## src/rtl/sccb_bridge_pkg.sv

```systemverilog
package sccb_bridge_pkg;

  localparam logic [7:0] OP_WRITE   = 8'h05;
  localparam logic [7:0] OP_READ    = 8'h70;
  localparam logic [7:0] ST_BUSY    = 8'h00;
  localparam logic [7:0] ST_RD_OK   = 8'h01;
  localparam logic [7:0] ST_WR_OK   = 8'h04;
  localparam logic [7:0] ST_ERR_OFF = 8'h80;
  localparam logic [7:0] ST_ERR_OP  = 8'h82;

  typedef enum logic [1:0] {SDA_HOLD, SDA_REL, SDA_LOW, SDA_SHIFT} sdaMode_e;
  typedef enum logic [2:0] {LD_ADDR_W, LD_ADDR_R, LD_TX_IDX, LD_TX_VAL, LD_RX_IDX, LD_ONES} loadSel_e;
  typedef enum logic [1:0] {SEG_START, SEG_BYTE, SEG_STOP, SEG_DONE} seg_e;

  typedef struct packed {
    logic       sclLow;
    sdaMode_e   sdaMode;
    logic       load;
    loadSel_e   loadSel;
    logic       shift;
    logic       storeRx;
    logic       setStatus;
    logic [7:0] statusCode;
    logic       inByte;
  } strobe_t;

  // Segment kind for each step of a transaction
  function automatic seg_e segOf(input logic isRead, input logic [3:0] step);
    seg_e s;
    if (!isRead) begin
      case (step)
        4'd0:                s = SEG_START;
        4'd1, 4'd2, 4'd3:    s = SEG_BYTE;
        4'd4:                s = SEG_STOP;
        default:             s = SEG_DONE;
      endcase
    end else begin
      case (step)
        4'd0, 4'd4:                s = SEG_START;
        4'd1, 4'd2, 4'd5, 4'd6:    s = SEG_BYTE;
        4'd3, 4'd7:                s = SEG_STOP;
        default:                   s = SEG_DONE;
      endcase
    end
    return s;
  endfunction

  // Which byte a byte step shifts out
  function automatic loadSel_e selOf(input logic isRead, input logic [3:0] step);
    loadSel_e l;
    case (step)
      4'd1:    l = LD_ADDR_W;
      4'd2:    l = isRead ? LD_RX_IDX : LD_TX_IDX;
      4'd3:    l = LD_TX_VAL;
      4'd5:    l = LD_ADDR_R;
      default: l = LD_ONES;
    endcase
    return l;
  endfunction

endpackage

```

## src/rtl/sccb_bridge_ctrl.sv

```systemverilog
module sccb_bridge_ctrl
  import sccb_bridge_pkg::*;
#(
  parameter int QUARTER = 125
) (
  input  logic       clk,
  input  logic       rstN,
  input  logic       opWrite,
  input  logic [7:0] opCode,
  input  logic       busEnabled,
  output logic       busy,
  output strobe_t    strb
);

  localparam int QW = (QUARTER > 1) ? $clog2(QUARTER) : 1;
  localparam logic [QW-1:0] Q_LAST = QW'(QUARTER - 1);

  typedef enum logic [1:0] {S_IDLE, S_START, S_BYTE, S_STOP} state_e;

  state_e        state;
  logic [3:0]    step;
  logic          isRead;
  logic [1:0]    phase;
  logic [3:0]    bitCnt;
  logic [QW-1:0] qCnt;

  logic       tick, segEnd, opValid;
  logic [3:0] nextStep;
  seg_e       nextSeg;

  assign busy     = (state != S_IDLE);
  assign tick     = busy && (qCnt == Q_LAST);
  assign segEnd   = tick && (phase == 2'd3) && (state != S_BYTE || bitCnt == 4'd8);
  assign nextStep = step + 4'd1;
  assign nextSeg  = segOf(isRead, nextStep);
  assign opValid  = (opCode == OP_WRITE) || (opCode == OP_READ);

  always_ff @(posedge clk) begin
    if (!rstN) begin
      state  <= S_IDLE;
      step   <= '0;
      isRead <= 1'b0;
      phase  <= '0;
      bitCnt <= '0;
      qCnt   <= '0;
    end else if (state == S_IDLE) begin
      qCnt  <= '0;
      phase <= '0;
      if (opWrite && busEnabled && opValid) begin
        state  <= S_START;
        step   <= '0;
        isRead <= (opCode == OP_READ);
        bitCnt <= '0;
      end
    end else begin
      qCnt <= tick ? '0 : qCnt + 1'b1;
      if (tick) phase <= phase + 2'd1;
      if (tick && phase == 2'd3 && state == S_BYTE && bitCnt != 4'd8)
        bitCnt <= bitCnt + 4'd1;
      if (segEnd) begin
        step   <= nextStep;
        bitCnt <= '0;
        case (nextSeg)
          SEG_START: state <= S_START;
          SEG_BYTE:  state <= S_BYTE;
          SEG_STOP:  state <= S_STOP;
          default:   state <= S_IDLE;
        endcase
      end
    end
  end

  always_comb begin
    strb            = '0;
    strb.sdaMode    = SDA_REL;
    strb.statusCode = ST_BUSY;
    strb.sclLow     = (state == S_BYTE || state == S_STOP) && (phase < 2'd2);
    strb.inByte     = (state == S_BYTE);
    case (state)
      S_START: strb.sdaMode = (phase < 2'd2) ? SDA_REL : SDA_LOW;
      S_BYTE:  strb.sdaMode = (phase == 2'd1) ? ((bitCnt == 4'd8) ? SDA_REL : SDA_SHIFT) : SDA_HOLD;
      S_STOP:  strb.sdaMode = (phase == 2'd0) ? SDA_HOLD : ((phase == 2'd3) ? SDA_REL : SDA_LOW);
      default: strb.sdaMode = SDA_REL;
    endcase
    strb.load    = segEnd && (nextSeg == SEG_BYTE);
    strb.loadSel = selOf(isRead, nextStep);
    strb.shift   = tick && state == S_BYTE && phase == 2'd2 && bitCnt < 4'd8;
    strb.storeRx = segEnd && isRead && step == 4'd6;
    if (state == S_IDLE && opWrite) begin
      strb.setStatus  = 1'b1;
      strb.statusCode = !busEnabled ? ST_ERR_OFF : (opValid ? ST_BUSY : ST_ERR_OP);
    end else if (segEnd && nextSeg == SEG_DONE) begin
      strb.setStatus  = 1'b1;
      strb.statusCode = isRead ? ST_RD_OK : ST_WR_OK;
    end
  end

  AST_OFF_NO_START: assert property (@(posedge clk) disable iff (!rstN)
    (!busy && opWrite && !busEnabled) |=> !busy) else $error("disabled bus started");
  AST_BAD_OP_NO_START: assert property (@(posedge clk) disable iff (!rstN)
    (!busy && opWrite && !opValid) |=> !busy) else $error("bad opcode started");
  AST_BIT_COUNT_RANGE: assert property (@(posedge clk) disable iff (!rstN)
    bitCnt <= 4'd8) else $error("bit counter overrun");

endmodule

```

## src/rtl/sccb_bridge_dp.sv

```systemverilog
module sccb_bridge_dp
  import sccb_bridge_pkg::*;
#(
  parameter int             AW          = 10,
  parameter logic [AW-1:0]  BASE_ADDR   = 10'h200,
  parameter logic [7:0]     RESET_SLAVE = 8'h60
) (
  input  logic          clk,
  input  logic          rstN,
  input  logic [AW-1:0] busAddr,
  input  logic          busWrEn,
  input  logic [7:0]    busWrData,
  output logic [7:0]    busRdData,
  input  logic          sdaIn,
  input  logic          busy,
  input  strobe_t       strb,
  output logic          opWrite,
  output logic [7:0]    opCode,
  output logic          busEnabled,
  output logic          sclDrvLow,
  output logic          sdaDrvLow
);

  localparam logic [3:0] OFF_OP = 4'h0, OFF_STAT = 4'h1, OFF_EN = 4'h2, OFF_SLV = 4'h3;
  localparam logic [3:0] OFF_TXI = 4'h4, OFF_TXV = 4'h5, OFF_RXI = 4'h8, OFF_RXV = 4'h9;

  logic [7:0] enReg, slaveReg, txIdx, txVal, rxIdx, rxVal, statusReg, shiftReg;
  logic       hit, cfgWr, inByteQ;
  logic [3:0] off;

  assign off        = busAddr[3:0];
  assign hit        = (busAddr[AW-1:4] == BASE_ADDR[AW-1:4]);
  assign cfgWr      = busWrEn && hit && !busy;
  assign opWrite    = busWrEn && hit && (off == OFF_OP);
  assign opCode     = busWrData;
  assign busEnabled = (enReg[7:1] != 7'd0);

  always_ff @(posedge clk) begin
    if (!rstN) begin
      enReg     <= '0;
      slaveReg  <= RESET_SLAVE;
      txIdx     <= '0;
      txVal     <= '0;
      rxIdx     <= '0;
      rxVal     <= '0;
      statusReg <= ST_BUSY;
      shiftReg  <= '0;
      sclDrvLow <= 1'b0;
      sdaDrvLow <= 1'b0;
      inByteQ   <= 1'b0;
    end else begin
      if (cfgWr) begin
        case (off)
          OFF_EN:  enReg    <= busWrData;
          OFF_SLV: slaveReg <= busWrData;
          OFF_TXI: txIdx    <= busWrData;
          OFF_TXV: txVal    <= busWrData;
          OFF_RXI: rxIdx    <= busWrData;
          default: ;
        endcase
      end
      if (strb.setStatus) statusReg <= strb.statusCode;
      if (strb.storeRx)   rxVal     <= shiftReg;
      if (strb.load) begin
        case (strb.loadSel)
          LD_ADDR_W: shiftReg <= {slaveReg[7:1], 1'b0};
          LD_ADDR_R: shiftReg <= {slaveReg[7:1], 1'b1};
          LD_TX_IDX: shiftReg <= txIdx;
          LD_TX_VAL: shiftReg <= txVal;
          LD_RX_IDX: shiftReg <= rxIdx;
          default:   shiftReg <= 8'hFF;
        endcase
      end else if (strb.shift) begin
        shiftReg <= {shiftReg[6:0], sdaIn};
      end
      sclDrvLow <= strb.sclLow;
      inByteQ   <= strb.inByte;
      case (strb.sdaMode)
        SDA_REL:   sdaDrvLow <= 1'b0;
        SDA_LOW:   sdaDrvLow <= 1'b1;
        SDA_SHIFT: sdaDrvLow <= ~shiftReg[7];
        default:   ;
      endcase
    end
  end

  always_comb begin
    busRdData = 8'h00;
    if (hit) begin
      case (off)
        OFF_STAT: busRdData = statusReg;
        OFF_EN:   busRdData = enReg;
        OFF_SLV:  busRdData = slaveReg;
        OFF_TXI:  busRdData = txIdx;
        OFF_TXV:  busRdData = txVal;
        OFF_RXI:  busRdData = rxIdx;
        OFF_RXV:  busRdData = rxVal;
        default:  busRdData = 8'h00;
      endcase
    end
  end

  AST_BUSY_STATUS_ZERO: assert property (@(posedge clk) disable iff (!rstN)
    busy |-> statusReg == ST_BUSY) else $error("status nonzero while busy");
  AST_DONE_CODE: assert property (@(posedge clk) disable iff (!rstN)
    ($past(busy) && !busy) |-> (statusReg == ST_WR_OK || statusReg == ST_RD_OK)) else $error("bad completion code");
  AST_CFG_FROZEN: assert property (@(posedge clk) disable iff (!rstN)
    busy |=> ($stable(txIdx) && $stable(txVal) && $stable(rxIdx) && $stable(slaveReg) && $stable(enReg))) else $error("config changed while busy");
  AST_SDA_STILL_SCL_HIGH: assert property (@(posedge clk) disable iff (!rstN)
    (inByteQ && $past(inByteQ) && !sclDrvLow && !$past(sclDrvLow)) |-> $stable(sdaDrvLow)) else $error("data moved with SCL high");

endmodule

```

## src/rtl/sccb_reg_bridge.sv

```systemverilog
module sccb_reg_bridge
  import sccb_bridge_pkg::*;
#(
  parameter int             CLK_HZ      = 50_000_000,
  parameter int             SCL_HZ      = 100_000,
  parameter int             AW          = 10,
  parameter logic [AW-1:0]  BASE_ADDR   = 10'h200,
  parameter logic [7:0]     RESET_SLAVE = 8'h60
) (
  input  logic          clk,
  input  logic          rstN,
  input  logic [AW-1:0] busAddr,
  input  logic          busWrEn,
  input  logic [7:0]    busWrData,
  output logic [7:0]    busRdData,
  input  logic          sdaIn,
  output logic          sclDrvLow,
  output logic          sdaDrvLow
);

  localparam int QRAW    = CLK_HZ / (4 * SCL_HZ);
  localparam int QUARTER = (QRAW < 1) ? 1 : QRAW;

  strobe_t    strb;
  logic       busy, opWrite, busEnabled;
  logic [7:0] opCode;

  sccb_bridge_ctrl #(.QUARTER(QUARTER)) ctrl_i (
    .clk(clk), .rstN(rstN), .opWrite(opWrite), .opCode(opCode),
    .busEnabled(busEnabled), .busy(busy), .strb(strb)
  );

  sccb_bridge_dp #(.AW(AW), .BASE_ADDR(BASE_ADDR), .RESET_SLAVE(RESET_SLAVE)) dp_i (
    .clk(clk), .rstN(rstN), .busAddr(busAddr), .busWrEn(busWrEn),
    .busWrData(busWrData), .busRdData(busRdData), .sdaIn(sdaIn), .busy(busy),
    .strb(strb), .opWrite(opWrite), .opCode(opCode), .busEnabled(busEnabled),
    .sclDrvLow(sclDrvLow), .sdaDrvLow(sdaDrvLow)
  );

endmodule

```

## config.mk

```make
export PLATFORM = sky130hd
export DESIGN_NAME = sccb_reg_bridge
export DESIGN_NICKNAME = d
export VERILOG_FILES = /design/src/rtl/sccb_bridge_pkg.sv /design/src/rtl/sccb_bridge_ctrl.sv /design/src/rtl/sccb_bridge_dp.sv /design/src/rtl/sccb_reg_bridge.sv
export SDC_FILE = /design/constraint.sdc
export NUM_CORES = 1
export LEC_CHECK = 0
export BUFFER_PORTS_ARGS = -buffer_cell sky130_fd_sc_hd__buf_2
export CAP_MARGIN = 20
export CORE_ASPECT_RATIO = 1.2
export CORE_MARGIN = 1
export CORE_UTILIZATION = 35
export CTS_BUF_LIST = sky130_fd_sc_hd__clkbuf_16
export DETAILED_ROUTE_END_ITERATION = 10
export GPL_ROUTABILITY_DRIVEN = 0
export PLACE_DENSITY_LB_ADDON = 0.12
export SLEW_MARGIN = 20
export SYNTH_ARGS = -nofsm -noshare
export SYNTH_HDL_FRONTEND = slang
export SYNTH_SLANG_ARGS = --single-unit
```

## constraint.sdc

```tcl
create_clock -name clk -period 3.7 [get_ports clk]
set_input_delay 0.74 -clock clk [delete_from_list [all_inputs] [get_ports clk]]
set_output_delay 0.74 -clock clk [all_outputs]
set_load 0.005 [all_outputs]
```

==> flow_summary_export.csv <==
group,metric,value,unit
status,outcome,"finished clean",
sta,timing.final.crit_share,81.0,%
place,hpwl,8.96,mm
cts,ctsResizeCount,0,
critical_path,critPathArrivalTime,2.26,ns
critical_path,path_delay_family,"simple AND/OR/NAND/NOR gates",
routing,via_count,3976,
cells_and_area,post-route-util,40.7,%
routing,wl_per_cell,17.6,um
yosys,synthXorXnorAreaFrac,2.02,%
yosys,synth_edf_count,0,
place,dp_slack,0.693,ns
grt,grt_antenna_before_repair,0,
grt,grt_pass1_vias,3844,
pwr,p_leak,1.61,nW
routing,drt_iter0_drc,289,
sta,max_slew_margin,30.6,%
cts,h-tree-depth,3,
critical_path,cp_num_buf_inv,3,
sta,setup_viol,0,
critical_path,critPathLaunchType,"input pin",
pwr,power,1.81,mW
yosys,yosys.area_share.simple,24.0,%
cells_and_area,layout_commonest_cell,"dfxtp_1",
cts,clk_pin_slew,0.06,ns
floorplan,die_h,124,um
sta,rsz0062_at_grt,"no",
critical_path,cp_common_cell,"buf_2",
place,dpl-instance-area,4630,sq um
yosys,yosys_warnings,0,
cells_and_area,final_cell_mix,"dfxtp_1 (82), nand2_1 (76), a21oi_1 (60), nand3_1 (53), buf_2 (31)",
sta,fmax,334,MHz
critical_path,reg2reg_from,"ctrl_i.step[0]",
routing,firstDrtPassIters,7,
grt,grt_max_degree,56,
grt,grt_usage,20.6,%
sta,fin_setup_tns,0,ns
pwr,ir_worst_vdd,0.000203,V
sta,holdWs,0.457,ns
floorplan,rows,44,
pwr,p_per_area,370,nW/um^2
yosys,synthesis.area,4330,sq um
cells_and_area,drive_gt1_share,12.5,%
yosys,async_flop_share,0,%
place,portBuffers,31,
cts,clock-root-buffer,"clkbuf_16",
yosys,synth_flop_cell,"dfxtp_1",
critical_path,critPathMaxFanout,9,
yosys,synth-compound-area-share,23.3,%
critical_path,crit_chain,"buf_2, nand2b_1, nor3_2, buf_4, a22oi_1, a31oi_1, buf_2",
cts,cts.sinks,82,
grt,grt-ovfl-total,0,
critical_path,worstPathRequired,2.96,ns
yosys,syn-instance-count,531,
floorplan,start_util,35.9,%
cts,cts_made_buffers,9,
job,maxCapViolCount,0,
hold_path,hp-class,"flop to flop",
cells_and_area,nNetsFinal,591,
critical_path,critPathLaunch,"busAddr[3]",
cts,clk_latency,0.34,ns
sta,tightest_slew,1.04,ns
floorplan,ios,32,
yosys,synth_mux_area_share,3.30,%
critical_path,slowest_stage,"nor3_2",
critical_path,end_kind,"output port",
yosys,synth_top_family_by_area,"simple AND/OR/NAND/NOR gates",
yosys,synth_adder_area_share,4.34,%
yosys,ys_seq_elements,82,
floorplan,die_w,104,um
yosys,syn-num-nets,568,
cells_and_area,fin_cells,720,
critical_path,critPathMaxStageDelay,0.51,ns
cts,cts_setup_buffers,0,
sta,hold_viol,0,
floorplan,coreArea,12100,sq um
critical_path,worst-setup-path-type,"input pin to output port",
routing,ant_nets,0,
cells_and_area,diodes,0,
cells_and_area,syn_to_final_growth,13.3,%
place,dp_cells,704,
routing,drt_wl_total,12.7,mm
cts,cts_buffer_depth,2,
sta,period_minus_slack,3.00,ns
yosys,seq_area_frac_synth,37.9,%
sta,finalClockSkew,0.00666,ns
cts,cts_hold_buffers,0,
yosys,yosys.cell_types.count,65,
routing,routed_via_density,5.52,
sta,worst_slack,0.702,ns
hold_path,hold_start,"dp_i.enReg[0]",
routing,drc,0,
cells_and_area,fin_area,4900,sq um
floorplan,dieArea,12800,sq um
sta,slew_violations,0,
yosys,syn_avg_cell_area,8.15,sq um
cts,cts_tree,"yes",
grt,grt_pass1_wl,20.4,mm
==> layer usage <==
metal	vias up	wire length (um)	track usage, %
met1	1887	5830	25.5
met3	19	520	3.51
met2	100	6100	35.5
met4	0	250	8.88
li1	1970	-	-
met5	-	0	0
==> sequential cells by signal (all words and copies together), names as in the netlist <==
name            flops
dp_i.enReg          8
dp_i.rxIdx          8
dp_i.rxVal          8
dp_i.shiftReg       8
dp_i.slaveReg       8
dp_i.txIdx          8
dp_i.txVal          8
ctrl_i.qCnt         7
ctrl_i.bitCnt       4
ctrl_i.step         4
dp_i.statusReg      4
ctrl_i.phase        2
ctrl_i.state        2
ctrl_i.isRead       1
dp_i.sclDrvLow      1
dp_i.sdaDrvLow      1
==> cells by family (layout without fill, tap and decap cells) <==
| family | after synthesis | in the layout |
|---|---|---|
| buffers and inverters | 49 | 77 |
| flip-flops | 82 | 82 |
| AO/OA/AOI/OAI | 153 | 153 |
| adder cells (fa/ha/maj) | 15 | 15 |
| multiplexers | 14 | 14 |
| AND/OR/NAND/NOR | 208 | 208 |
| XOR/XNOR | 10 | 10 |
==> synthesized netlist by cell type, drive strengths merged, types with 2 or more instances <==
cell    count  area [sq um]
nand2      76           285
a31oi      15          93.8
o31a        5          43.8
nand4       3          18.8
a21o        6          45.0
nor4bb      2          20.0
o21ai      18          90.1
dfxtp      82          1640
and2        2          15.0
nor3       12          75.1
mux2        2          22.5
a22oi      12          90.1
a32oi       2          17.5
buf         9          72.6
and3        4          25.0
a31o        2          17.5
nor4        3          33.8
xnor2       6          52.6
o21a        8          60.1
clkbuf     19          72.6
a221oi      3          32.5
mux2i      12           120
xor2        4          35.0
a222oi      8          80.1
a21oi      60           300
or4b        3          33.8
nand3      53           265
nor2       30           113
inv        21          78.8
nand2b     10          62.6
ha         15           188
==> worst reg2reg max path, cell delays in order (launching register included) <==
cell	delay, ns
dfxtp_1	0.47
inv_1	0.13
ha_1	0.34
o41a_1	0.45
o21ai_0	0.24
inv_1	0.07
ha_1	0.18
nand3_1	0.43
a221oi_1	0.11
a221oi_1	0.28
==> where the power goes <==
part           switching, mW  total (mW)  internal [mW]
Sequential          0.000166       0.883          0.883
Clock                  0.355       0.865          0.510
Combinational         0.0489      0.0667         0.0178
==> cell type report <==
class	count	area [sq um]
fill	1238	7150
clock inverter	7	53.8
tap	161	201
inverter	21	78.8
sequential	82	1640
multi-input combinational	400	2470
timing repair buffer	40	235
clock buffer	9	225
==> path summary, 6_finish.rpt <==
kind / endpoint / slack, ns / cells past startpoint
setup / recovery: busRdData[4] / 0.70 / 7
hold / removal: dp_i.enReg[0] / 0.46 / 2
setup reg to reg: dp_i.shiftReg[6] / 0.88 / 9
hold reg to reg: dp_i.enReg[0] / 0.46 / 2
(Power assumes the default switching activity.)
